### src/rtl/ipfp_pkg.sv
package ipfp_pkg;

  localparam int HDR_BYTES = 20;
  localparam int HDR_W     = HDR_BYTES * 8;
  localparam int WORD_W    = 16;

  // field positions, byte 0 of the header in the top bits
  localparam int VER_LSB   = HDR_W - 4;
  localparam int IHL_LSB   = HDR_W - 8;
  localparam int MF_BIT    = HDR_W - 51;
  localparam int FOFF_LSB  = HDR_W - 64;
  localparam int TTL_LSB   = HDR_W - 72;
  localparam int PROTO_LSB = HDR_W - 80;
  localparam int CSUM_LSB  = HDR_W - 96;
  localparam int DST_LSB   = 0;

  localparam logic [3:0] IP_VERSION = 4'd4;
  localparam logic [3:0] MIN_IHL    = 4'd5;
  localparam logic [3:0] MCAST_TOP  = 4'hE;

  typedef enum logic [2:0] {
    RSN_NONE      = 3'd0,
    RSN_MALFORMED = 3'd1,
    RSN_OPTIONS   = 3'd2,
    RSN_FRAGMENT  = 3'd3,
    RSN_MCAST     = 3'd4,
    RSN_TTL       = 3'd5,
    RSN_NOROUTE   = 3'd6
  } reason_e;

  localparam int NUM_EXC = 6;

endpackage

### src/rtl/ipfp_classify.sv
module ipfp_classify
  import ipfp_pkg::*;
(
  input  logic [3:0]  version,
  input  logic [3:0]  ihl,
  input  logic        mf,
  input  logic [12:0] frag_off,
  input  logic [7:0]  ttl,
  input  logic [3:0]  dst_top,
  input  logic        hit,
  output reason_e     reason
);

  // exception flags, index 0 has the highest priority
  logic [NUM_EXC-1:0] exc;
  reason_e            code [NUM_EXC];

  always_comb begin
    exc[0] = (version != IP_VERSION) || (ihl < MIN_IHL);
    exc[1] = (ihl > MIN_IHL);
    exc[2] = mf || (frag_off != 13'd0);
    exc[3] = (dst_top == MCAST_TOP);
    exc[4] = (ttl <= 8'd1);
    exc[5] = !hit;
  end

  assign code[0] = RSN_MALFORMED;
  assign code[1] = RSN_OPTIONS;
  assign code[2] = RSN_FRAGMENT;
  assign code[3] = RSN_MCAST;
  assign code[4] = RSN_TTL;
  assign code[5] = RSN_NOROUTE;

  // scan from the lowest priority up so the highest priority wins
  always_comb begin
    reason = RSN_NONE;
    for (int i = NUM_EXC - 1; i >= 0; i--) begin
      if (exc[i]) reason = code[i];
    end
  end

endmodule

### src/rtl/ipfp_csum_update.sv
module ipfp_csum_update #(
  parameter int W = 16
) (
  input  logic [W-1:0] old_csum,
  input  logic [W-1:0] old_word,
  input  logic [W-1:0] new_word,
  output logic [W-1:0] new_csum
);

  logic [W+1:0] sum3;
  logic [W:0]   fold1;
  logic [W-1:0] fold2;

  // one's-complement: new = ~(~old_csum + ~old_word + new_word)
  always_comb begin
    sum3  = {2'b00, ~old_csum} + {2'b00, ~old_word} + {2'b00, new_word};
    fold1 = {1'b0, sum3[W-1:0]} + {{(W-1){1'b0}}, sum3[W+1:W]};
    fold2 = fold1[W-1:0] + {{(W-1){1'b0}}, fold1[W]};
    new_csum = ~fold2;
  end

  // a second end-around carry never remains
  always_comb begin
    if (fold1[W]) a_r2_fold_done: assert (fold1[W-1:0] <= W'(2));
  end

endmodule

### src/rtl/ipfp_rewrite.sv
module ipfp_rewrite
  import ipfp_pkg::*;
#(
  parameter int PORT_W = 4
) (
  input  logic [HDR_W-1:0]  hdr_in,
  input  logic              slow,
  input  logic [PORT_W-1:0] port_in,
  output logic [HDR_W-1:0]  hdr_out,
  output logic [PORT_W-1:0] port_out
);

  logic [7:0]        ttl_old;
  logic [7:0]        ttl_new;
  logic [WORD_W-1:0] word_old;
  logic [WORD_W-1:0] word_new;
  logic [WORD_W-1:0] csum_old;
  logic [WORD_W-1:0] csum_new;

  assign ttl_old  = hdr_in[TTL_LSB +: 8];
  assign ttl_new  = ttl_old - 8'd1;
  assign word_old = hdr_in[PROTO_LSB +: WORD_W];
  assign word_new = {ttl_new, hdr_in[PROTO_LSB +: 8]};
  assign csum_old = hdr_in[CSUM_LSB +: WORD_W];

  ipfp_csum_update #(.W(WORD_W)) u_csum (
    .old_csum (csum_old),
    .old_word (word_old),
    .new_word (word_new),
    .new_csum (csum_new)
  );

  always_comb begin
    hdr_out = hdr_in;
    if (!slow) begin
      hdr_out[TTL_LSB +: 8]       = ttl_new;
      hdr_out[CSUM_LSB +: WORD_W] = csum_new;
    end
  end

  assign port_out = slow ? '0 : port_in;

endmodule

### src/rtl/ipfp_out_stage.sv
module ipfp_out_stage #(
  parameter int W = 8
) (
  input  logic         clk,
  input  logic         rst_n,
  input  logic         in_valid,
  output logic         in_ready,
  input  logic [W-1:0] in_data,
  output logic         out_valid,
  input  logic         out_ready,
  output logic [W-1:0] out_data
);

  logic         valid_q;
  logic         valid_d;
  logic         load_en;
  logic [W-1:0] data_q;

  assign in_ready = !valid_q || out_ready;
  assign load_en  = in_valid && in_ready;

  always_comb begin
    if (load_en)        valid_d = 1'b1;
    else if (out_ready) valid_d = 1'b0;
    else                valid_d = valid_q;
  end

  always_ff @(posedge clk or negedge rst_n) begin
    if (!rst_n) valid_q <= 1'b0;
    else        valid_q <= valid_d;
  end

  always_ff @(posedge clk) begin
    if (load_en) data_q <= in_data;
  end

  assign out_valid = valid_q;
  assign out_data  = data_q;

  a_r12_hold_data: assert property (@(posedge clk) disable iff (!rst_n)
    (out_valid && !out_ready) |=> (out_valid && $stable(out_data)));

  a_r11_accept_shows: assert property (@(posedge clk) disable iff (!rst_n)
    (in_valid && in_ready) |=> (out_valid && out_data == $past(in_data)));

  a_r12_no_dup: assert property (@(posedge clk) disable iff (!rst_n)
    (out_valid && out_ready && !in_valid) |=> !out_valid);

endmodule

### src/rtl/ipfp_fastpath.sv
module ipfp_fastpath
  import ipfp_pkg::*;
#(
  parameter int PORT_W = 4
) (
  input  logic              clk,
  input  logic              rst_n,
  input  logic              in_valid,
  output logic              in_ready,
  input  logic [159:0]      in_hdr,
  input  logic              in_hit,
  input  logic [PORT_W-1:0] in_port,
  output logic              out_valid,
  input  logic              out_ready,
  output logic [159:0]      out_hdr,
  output logic [PORT_W-1:0] out_port,
  output logic              out_slow,
  output logic [2:0]        out_reason
);

  localparam int PAY_W = HDR_W + PORT_W + 1 + 3;

  reason_e           rsn;
  logic              slow;
  logic [HDR_W-1:0]  hdr_rw;
  logic [PORT_W-1:0] port_rw;
  logic [PAY_W-1:0]  pay_in;
  logic [PAY_W-1:0]  pay_out;

  ipfp_classify u_classify (
    .version  (in_hdr[VER_LSB +: 4]),
    .ihl      (in_hdr[IHL_LSB +: 4]),
    .mf       (in_hdr[MF_BIT]),
    .frag_off (in_hdr[FOFF_LSB +: 13]),
    .ttl      (in_hdr[TTL_LSB +: 8]),
    .dst_top  (in_hdr[DST_LSB + 28 +: 4]),
    .hit      (in_hit),
    .reason   (rsn)
  );

  assign slow = (rsn != RSN_NONE);

  ipfp_rewrite #(.PORT_W(PORT_W)) u_rewrite (
    .hdr_in   (in_hdr),
    .slow     (slow),
    .port_in  (in_port),
    .hdr_out  (hdr_rw),
    .port_out (port_rw)
  );

  assign pay_in = {hdr_rw, port_rw, slow, rsn};

  ipfp_out_stage #(.W(PAY_W)) u_stage (
    .clk       (clk),
    .rst_n     (rst_n),
    .in_valid  (in_valid),
    .in_ready  (in_ready),
    .in_data   (pay_in),
    .out_valid (out_valid),
    .out_ready (out_ready),
    .out_data  (pay_out)
  );

  assign {out_hdr, out_port, out_slow, out_reason} = pay_out;

  a_r1_ttl_dec: assert property (@(posedge clk) disable iff (!rst_n)
    (in_valid && in_ready) |=>
      (out_slow || out_hdr[TTL_LSB +: 8] == $past(in_hdr[TTL_LSB +: 8]) - 8'd1));

  a_r3_ttl_expire: assert property (@(posedge clk) disable iff (!rst_n)
    (in_valid && in_ready && in_hdr[TTL_LSB +: 8] <= 8'd1) |=> out_slow);

  a_r6_mcast_slow: assert property (@(posedge clk) disable iff (!rst_n)
    (in_valid && in_ready && in_hdr[DST_LSB + 28 +: 4] == MCAST_TOP) |=> out_slow);

  a_r7_miss_slow: assert property (@(posedge clk) disable iff (!rst_n)
    (in_valid && in_ready && !in_hit) |=> out_slow);

  a_r10_slow_untouched: assert property (@(posedge clk) disable iff (!rst_n)
    (in_valid && in_ready) |=>
      (!out_slow || (out_hdr == $past(in_hdr) && out_port == '0)));

  a_r13_reset_empty: assert property (@(posedge clk)
    !rst_n |=> !out_valid);

endmodule

### config.mk
export PLATFORM = sky130hd
export DESIGN_NAME = ipfp_fastpath
export DESIGN_NICKNAME = d
export VERILOG_FILES = /design/src/rtl/ipfp_pkg.sv /design/src/rtl/ipfp_classify.sv /design/src/rtl/ipfp_csum_update.sv /design/src/rtl/ipfp_rewrite.sv /design/src/rtl/ipfp_out_stage.sv /design/src/rtl/ipfp_fastpath.sv
export SDC_FILE = /design/constraint.sdc
export NUM_CORES = 1
export LEC_CHECK = 0
export ABC_AREA = 1
export BUFFER_PORTS_ARGS = -buffer_cell sky130_fd_sc_hd__buf_2
export CAP_MARGIN = 0
export CELL_PAD_IN_SITES_DETAIL_PLACEMENT = 2
export CELL_PAD_IN_SITES_GLOBAL_PLACEMENT = 2
export CORE_MARGIN = 5
export CORE_UTILIZATION = 32
export CTS_BUF_LIST = sky130_fd_sc_hd__clkbuf_16
export CTS_CLUSTER_SIZE = 10
export DETAILED_ROUTE_END_ITERATION = 8
export PLACE_DENSITY_LB_ADDON = 0.1
export SYNTH_ARGS = -nofsm -noshare
export SYNTH_HDL_FRONTEND = slang
export SYNTH_HIERARCHICAL = 1
export SYNTH_SLANG_ARGS = --single-unit
export TNS_END_PERCENT = 100
### constraint.sdc
create_clock -name clk -period 28.8 [get_ports clk]
set_input_delay 2.88 -clock clk [delete_from_list [all_inputs] [get_ports clk]]
set_output_delay 2.88 -clock clk [all_outputs]
set_load 0.03 [all_outputs]
==> results.json, run 1 <==
{
  "overflow": 0,
  "cpMaxStageDelayCell": "fa_1",
  "cts_setup_buffers": 0,
  "n_fill_cell": 3118,
  "die_w_um": 178.5,
  "grt_pass1_vias": 7120,
  "cts_resized": 0,
  "ys_seq_area_share_pct": 55.78,
  "numCtsBuffers": 17,
  "drt_first_pass_iters": 4,
  "fmax_mhz": 120.8,
  "grt_setup_unrepaired": "no",
  "drt_iter0_drc": 193,
  "rr_worst_depth": 3,
  "postRouteAntennaNets": 0,
  "path_clk_slew_ns": 0.08,
  "slew_headroom_pct": 37.41,
  "final_layout_size_suffix_gt1_share_pct": 40.13,
  "p_leak_uw": 0.005040,
  "hp-start": "u_stage/out_valid",
  "clk_latency_ns": 0.43,
  "syn_avg_cell_area_um2": 10.68,
  "io_buffers": 338,
  "slew_viol_final": 0,
  "run_status": "finished, final reports clean",
  "hold_buffers": 0,
  "cts.htree.levels": 4,
  "hpwl_mm": 26.15,
  "dr_total_vias": 6456,
  "grt_pass1_wl_mm": 44.42,
  "critPathLaunchType": "primary input",
  "antenna_found_initial": 11,
  "wl_per_cell_um": 21.29,
  "reg2reg_slack_ns": 25.85,
  "holdPathEnd": "u_stage/out_valid",
  "cts_tree": "yes",
  "worstPathMaxFanout": 5,
  "wirelength_mm": 31.21,
  "post-route-min-period_ns": 8.281,
  "hold_violations": 0,
  "vias_per_cell": 4.404,
  "hold_class": "flop to flop",
  "worstSetupEndpointType": "flop",
  "core_area_um2": 27930,
  "clockRootBuffer": "clkbuf_16",
  "hold_depth": 2,
  "path_class": "primary input to flop",
  "synth_nets": 1058,
  "total_power_uw": 712.2,
  "setup_tns_ns": 0,
  "fin_crit_sh_pct": 28.75,
  "ir_drop_uv": 37.00,
  "start_util_pct": 32.54,
  "num_rows": 61,
  "synth_area_um2": 9089,
  "pin_count": 339,
  "skew_ns": 0.01477,
  "max_stage_delay_ns": 0.41,
  "setup_viol_count_final": 0,
  "area_delta_synth_final_pct": 19.20,
  "synth_edf_count": 168,
  "p_per_area_nw_per_um2": 65.74,
  "postSynth.asyncResetShare_pct": 0.5917,
  "clockBufferDepth": 2,
  "ys_types": 38,
  "r2r_start": "u_stage/out_valid",
  "synth_flop_cell": "edfxtp_1",
  "die_h_um": 178.5,
  "ys_seq_elements": 169,
  "synth_cells": 851,
  "gp_congestion": 0.7735,
  "track_usage_pct": 19.00,
  "startpoint": "in_hdr[88]",
  "cts.sinks": 169,
  "max-cap-violations": 0,
  "required_ns": 28.98,
  "r2r-end": "u_stage/out_data[16]",
  "grt_max_degree": 56,
  "worstPathArrival_ns": 8.46,
  "num-nets-final": 1278,
  "drcViolationCount": 0,
  "path_common_cell": "nand2_1",
  "die-area_um2": 31870,
  "worstMarginPinSlew_ns": 0.9368,
  "ys_warn_count": 6
}
==> how the worst max path moves through the flow <==
stage                                 endpoint  slack (ns)  depth (start not counted)
final                     u_stage/out_data[84]       20.52                         38
after detailed placement  u_stage/out_data[84]       19.92                         38
after global placement    u_stage/out_data[84]       20.14                         38
after CTS                 u_stage/out_data[84]       20.37                         38
after floorplan            u_stage/out_data[0]       17.05                          2
after global routing      u_stage/out_data[84]       19.82                         38
==> registers in the layout, indices dropped and copies added, names as in the netlist <==
register           flops
u_stage/out_data     168
u_stage/out_valid      1
==> power by group <==
group          switching, uW  total, uW  internal (uW)
Combinational            133        192           59.0
Sequential              3.77        291            287
Clock                    114        229            116
Total                    251        712            462
==> Yosys cell counts (6+ instances only) <==
library cell | n | area [um^2]
edfxtp_1 | 168 | 5045
inv_2 | 8 | 30.03
ha_1 | 20 | 250.2
inv_1 | 103 | 386.6
a21oi_1 | 11 | 55.05
nor2_4 | 11 | 123.9
nand3_2 | 9 | 90.09
fa_1 | 18 | 360.4
nand2_1 | 196 | 735.7
xnor2_1 | 9 | 78.83
nand3_1 | 43 | 215.2
xor2_1 | 6 | 52.55
nand2_2 | 15 | 93.84
nor2_2 | 8 | 50.05
buf_4 | 137 | 1028
nor2_1 | 51 | 191.4
==> worst max-delay path: cells and delay by family <==
| family | cells | cell delay [ns] |
|---|---|---|
| and+or+nand+nor | 25 | 2.87 |
| adders and majority gates | 7 | 1.94 |
| xor gates and xnor gates | 2 | 0.33 |
| buffers and inverters | 3 | 0.29 |
| AOI/OAI and AO/OA | 1 | 0.12 |
==> layout make-up <==
class / instances / area [um^2] / share of cell area [%]
diodes: 4 / 10.01 / 0.09239
clock buffers: 17 / 425.4 / 3.927
clock inverters: 15 / 152.6 / 1.409
inverters: 113 / 426.7 / 3.938
multi-input cells: 428 / 2555 / 23.58
flip-flops and latches: 169 / 5070 / 46.80
well taps: 378 / 473.0 / 4.365
repair buffers: 342 / 1722 / 15.89
==> kinds of logic (layout without fill, tap and decap cells) <==
family | count (synthesis) | count (layout) | synth area share, %
xor+xnor | 16 | 16 | 1.625
buf+inv | 254 | 487 | 16.23
simple gates | 349 | 349 | 17.99
other cells | 0 | 4 | 0
fa+ha+maj | 38 | 38 | 6.718
flops | 169 | 169 | 55.78
compound gates | 25 | 25 | 1.652
==> routing by layer <==
layer	vias up	wire [um]	GRT usage [%]
li1	3059	-	-
met1	3162	11300	19.96
met2	179	17210	36.54
met3	42	1981	4.748
met4	14	639	6.492
met5	-	77	0
==> metrics by stage <==
stage | area [um^2] | util, % | hold slack [ns] | cells | setup slack (ns)
floorplan | 9089 | - | 0.8947 | 851 | 17.05
global route | 10830 | 38.77 | 0.6806 | 1464 | 19.82
finish | 10830 | 38.78 | 0.6403 | 1466 | 20.52
global placement | 10250 | 36.68 | 0.5697 | 1430 | 20.14
detailed placement | 10250 | 36.68 | 0.6154 | 1430 | 19.92
CTS | 10820 | 38.75 | 0.6490 | 1462 | 20.37
==> layout by cell type, fill, tap and decap left out, types with 2 or more instances in the layout <==
master     count
nand2_2       15
nor2_4        11
clkinv_4       4
clkinv_1       2
o21ai_0        4
nand3_2        9
a21oi_2        2
nand3_1       43
xor2_1         6
inv_2          8
nand2_4        2
nand4_1        3
nand2_1      196
a21oi_1       10
fa_1          18
inv_8          5
inv_6          2
nand3b_1       5
xnor2_1        9
edfxtp_1     168
buf_4          4
buf_2        338
ha_1          20
o21bai_1       3
nor2_1        51
clkinv_8       2
diode_2        4
nor2_2         8
clkbuf_16     17
inv_1        103
Power figures use the tool's default switching activity.
==> inputs of run 2 (changes only) <==
CORE_UTILIZATION = 27   (was 32)
clock period = 6.7 ns   (was 28.8 ns; I/O delays follow)
==> run 2 against run 1 <==
Net effect: core utilization shrank 5.9 points; combinational power rose to 4.3 times the previous value; final cell count is 4.6% higher; worst setup slack got worse by 20 ns; flip-flop and latch count is the same; non-clock buffer count decreased by 1; largest cell class unchanged; largest power group unchanged.
==> results.json, run 2 (synthesized netlist as in run 1, its figures left out) <==
{
  "run_status": "finished, final reports clean",
  "rr_worst_depth": 2,
  "wl_per_cell_um": 20.33,
  "postRouteAntennaNets": 0,
  "dr_total_vias": 6402,
  "max-cap-violations": 0,
  "internal-power_uw": 2024,
  "slew_viol_final": 0,
  "drt_iter0_drc": 267,
  "fin_crit_sh_pct": 90.82,
  "num_rows": 67,
  "die-area_um2": 37430,
  "hold_class": "primary input to flop",
  "path_clk_slew_ns": 0.08,
  "cts.sinks": 169,
  "track_usage_pct": 16.34,
  "fmax_mhz": 164.3,
  "path_common_cell": "nand2_1",
  "worstPathArrival_ns": 6.28,
  "power.share.clock_pct": 32.7,
  "post-route-min-period_ns": 6.085,
  "slew_headroom_pct": 35.55,
  "skew_ns": 0.01055,
  "p_per_area_nw_per_um2": 282.3,
  "vias_per_cell": 4.173,
  "setup_tns_ns": 0,
  "dp_slack_ns": 0.1009,
  "p_leak_uw": 0.005052,
  "worstSetupEndpointType": "flop",
  "grt_pass1_wl_mm": 45.79,
  "num-nets-final": 1277,
  "final_cell_mix": "buf_2 (338), nand2_1 (196), edfxtp_1 (168)",
  "drt_first_pass_iters": 4,
  "wl_met2_mm": 16.85,
  "required_ns": 6.89,
  "hold_violations": 0,
  "p_sw_uw": 1069,
  "hp-start": "in_hdr[23]",
  "path_class": "primary input to flop",
  "n_fill_cell": 3778,
  "gp_congestion": 0.7877,
  "r2r_start": "u_stage/out_valid",
  "drcViolationCount": 0,
  "met3_wirelength_mm": 1.531,
  "ir_drop_uv": 147.3,
  "cts_tree": "yes",
  "critPathLaunchType": "primary input",
  "grt_pass1_vias": 6889,
  "setup_slack_ns": 0.6149,
  "worstMarginPinSlew_ns": 0.9668,
  "largest_register_ffs": 168,
  "swShare_pct": 34.57,
  "pin_count": 339,
  "clk_latency_ns": 0.44,
  "worstPathMaxFanout": 5,
  "area_delta_synth_final_pct": 20.58,
  "power_frac_comb_pct": 27.0,
  "overflow": 0,
  "cpMaxStageDelayCell": "fa_1",
  "final_layout_size_suffix_gt1_share_pct": 40.07,
  "max_stage_delay_ns": 0.41,
  "setup_viol_count_final": 0,
  "dr.max_layer_used": "met5",
  "wl_met1_mm": 12.24,
  "wirelength_mm": 31.19,
  "grt_max_degree": 167,
  "clockRootBuffer": "clkbuf_16",
  "holdPathEnd": "u_stage/out_data[31]",
  "r2r-end": "u_stage/out_data[147]",
  "numCtsBuffers": 17,
  "cts.htree.levels": 4,
  "clockBufferDepth": 2,
  "reg2reg_slack_ns": 4.84,
  "hold_depth": 1,
  "grt_setup_unrepaired": "no",
  "io_buffers": 338,
  "die_h_um": 193.5,
  "die_w_um": 193.5,
  "antenna_found_initial": 4,
  "hpwl_mm": 26.17,
  "layout_commonest_cell": "buf_2",
  "start_util_pct": 27.24,
  "seqPwrFrac_pct": 40.3,
  "core_area_um2": 33360
}
==> run 2: critical path, delay by kind of cell <==
family / cells / cell delay, ns
xor+xnor: 1 / 0.13
buf+inv: 5 / 0.39
fa+ha+maj: 7 / 1.91
simple gates: 26 / 2.84
compound gates: 2 / 0.31
==> run 2: through the flow <==
step | hold slack [ns] | total power (uW) | util, % | instances | cell area (um^2)
6_report | 0.4084 | 3093 | 32.85 | 1534 | 10960
5_1_grt | 0.3674 | 3285 | 32.83 | 1532 | 10950
4_1_cts | 0.3757 | 3159 | 32.82 | 1531 | 10950
3_5_place_dp | 0.4502 | 2127 | 30.96 | 1498 | 10330
3_3_place_gp | 0.4455 | 2118 | 30.96 | 1498 | 10330
2_1_floorplan | 0.3744 | 1892 | - | 851 | 9092
==> run 2: worst max path at each step <==
stage | from | endpoint | slack (ns) | cells after the start
final | in_hdr[88] | u_stage/out_data[86] | 0.61 | 41
after detailed placement | in_hdr[88] | u_stage/out_data[84] | 0.10 | 38
after floorplan | out_ready | u_stage/out_data[0] | 0.63 | 2
after CTS | in_hdr[88] | u_stage/out_data[84] | 0.56 | 38
after global placement | in_hdr[88] | u_stage/out_data[84] | 0.25 | 38
after global routing | in_hdr[89] | u_stage/out_data[84] | 0.06 | 40
==> run 2: power by group through the flow <==
stage | clock, uW | sequential (uW) | combinational [uW]
floorplan | 0 | 1400 | 496
global placement | 0 | 1270 | 850
detailed placement | 0 | 1270 | 854
CTS | 1050 | 1250 | 859
global route | 1100 | 1250 | 931
finish | 1010 | 1250 | 834
==> run 2: what timing repair did <==
action                                 CTS  global route
setup buffers                            0             0
endpoints found under the hold margin    1             0
resized for setup                        0             0
hold buffers                             1             0
==> run 2: area by class of cell <==
type | count | area (um^2) | area share [%]
inverters | 113 | 426.7 | 3.893
clock buffers | 17 | 425.4 | 3.882
clock inverters | 15 | 185.2 | 1.690
well taps | 448 | 560.5 | 5.115
repair buffers | 341 | 1729 | 15.78
flip-flops and latches | 169 | 5070 | 46.26
diodes | 3 | 7.507 | 0.06850
multi-input cells | 428 | 2555 | 23.31
==> run 2: routing by layer <==
| metal | global-route usage, % | vias up |
|---|---|---|
| li1 | - | 3050 |
| met1 | 18.44 | 3144 |
| met2 | 30.14 | 178 |
| met3 | 4.418 | 26 |
| met4 | 4.852 | 4 |
| met5 | 0 | - |
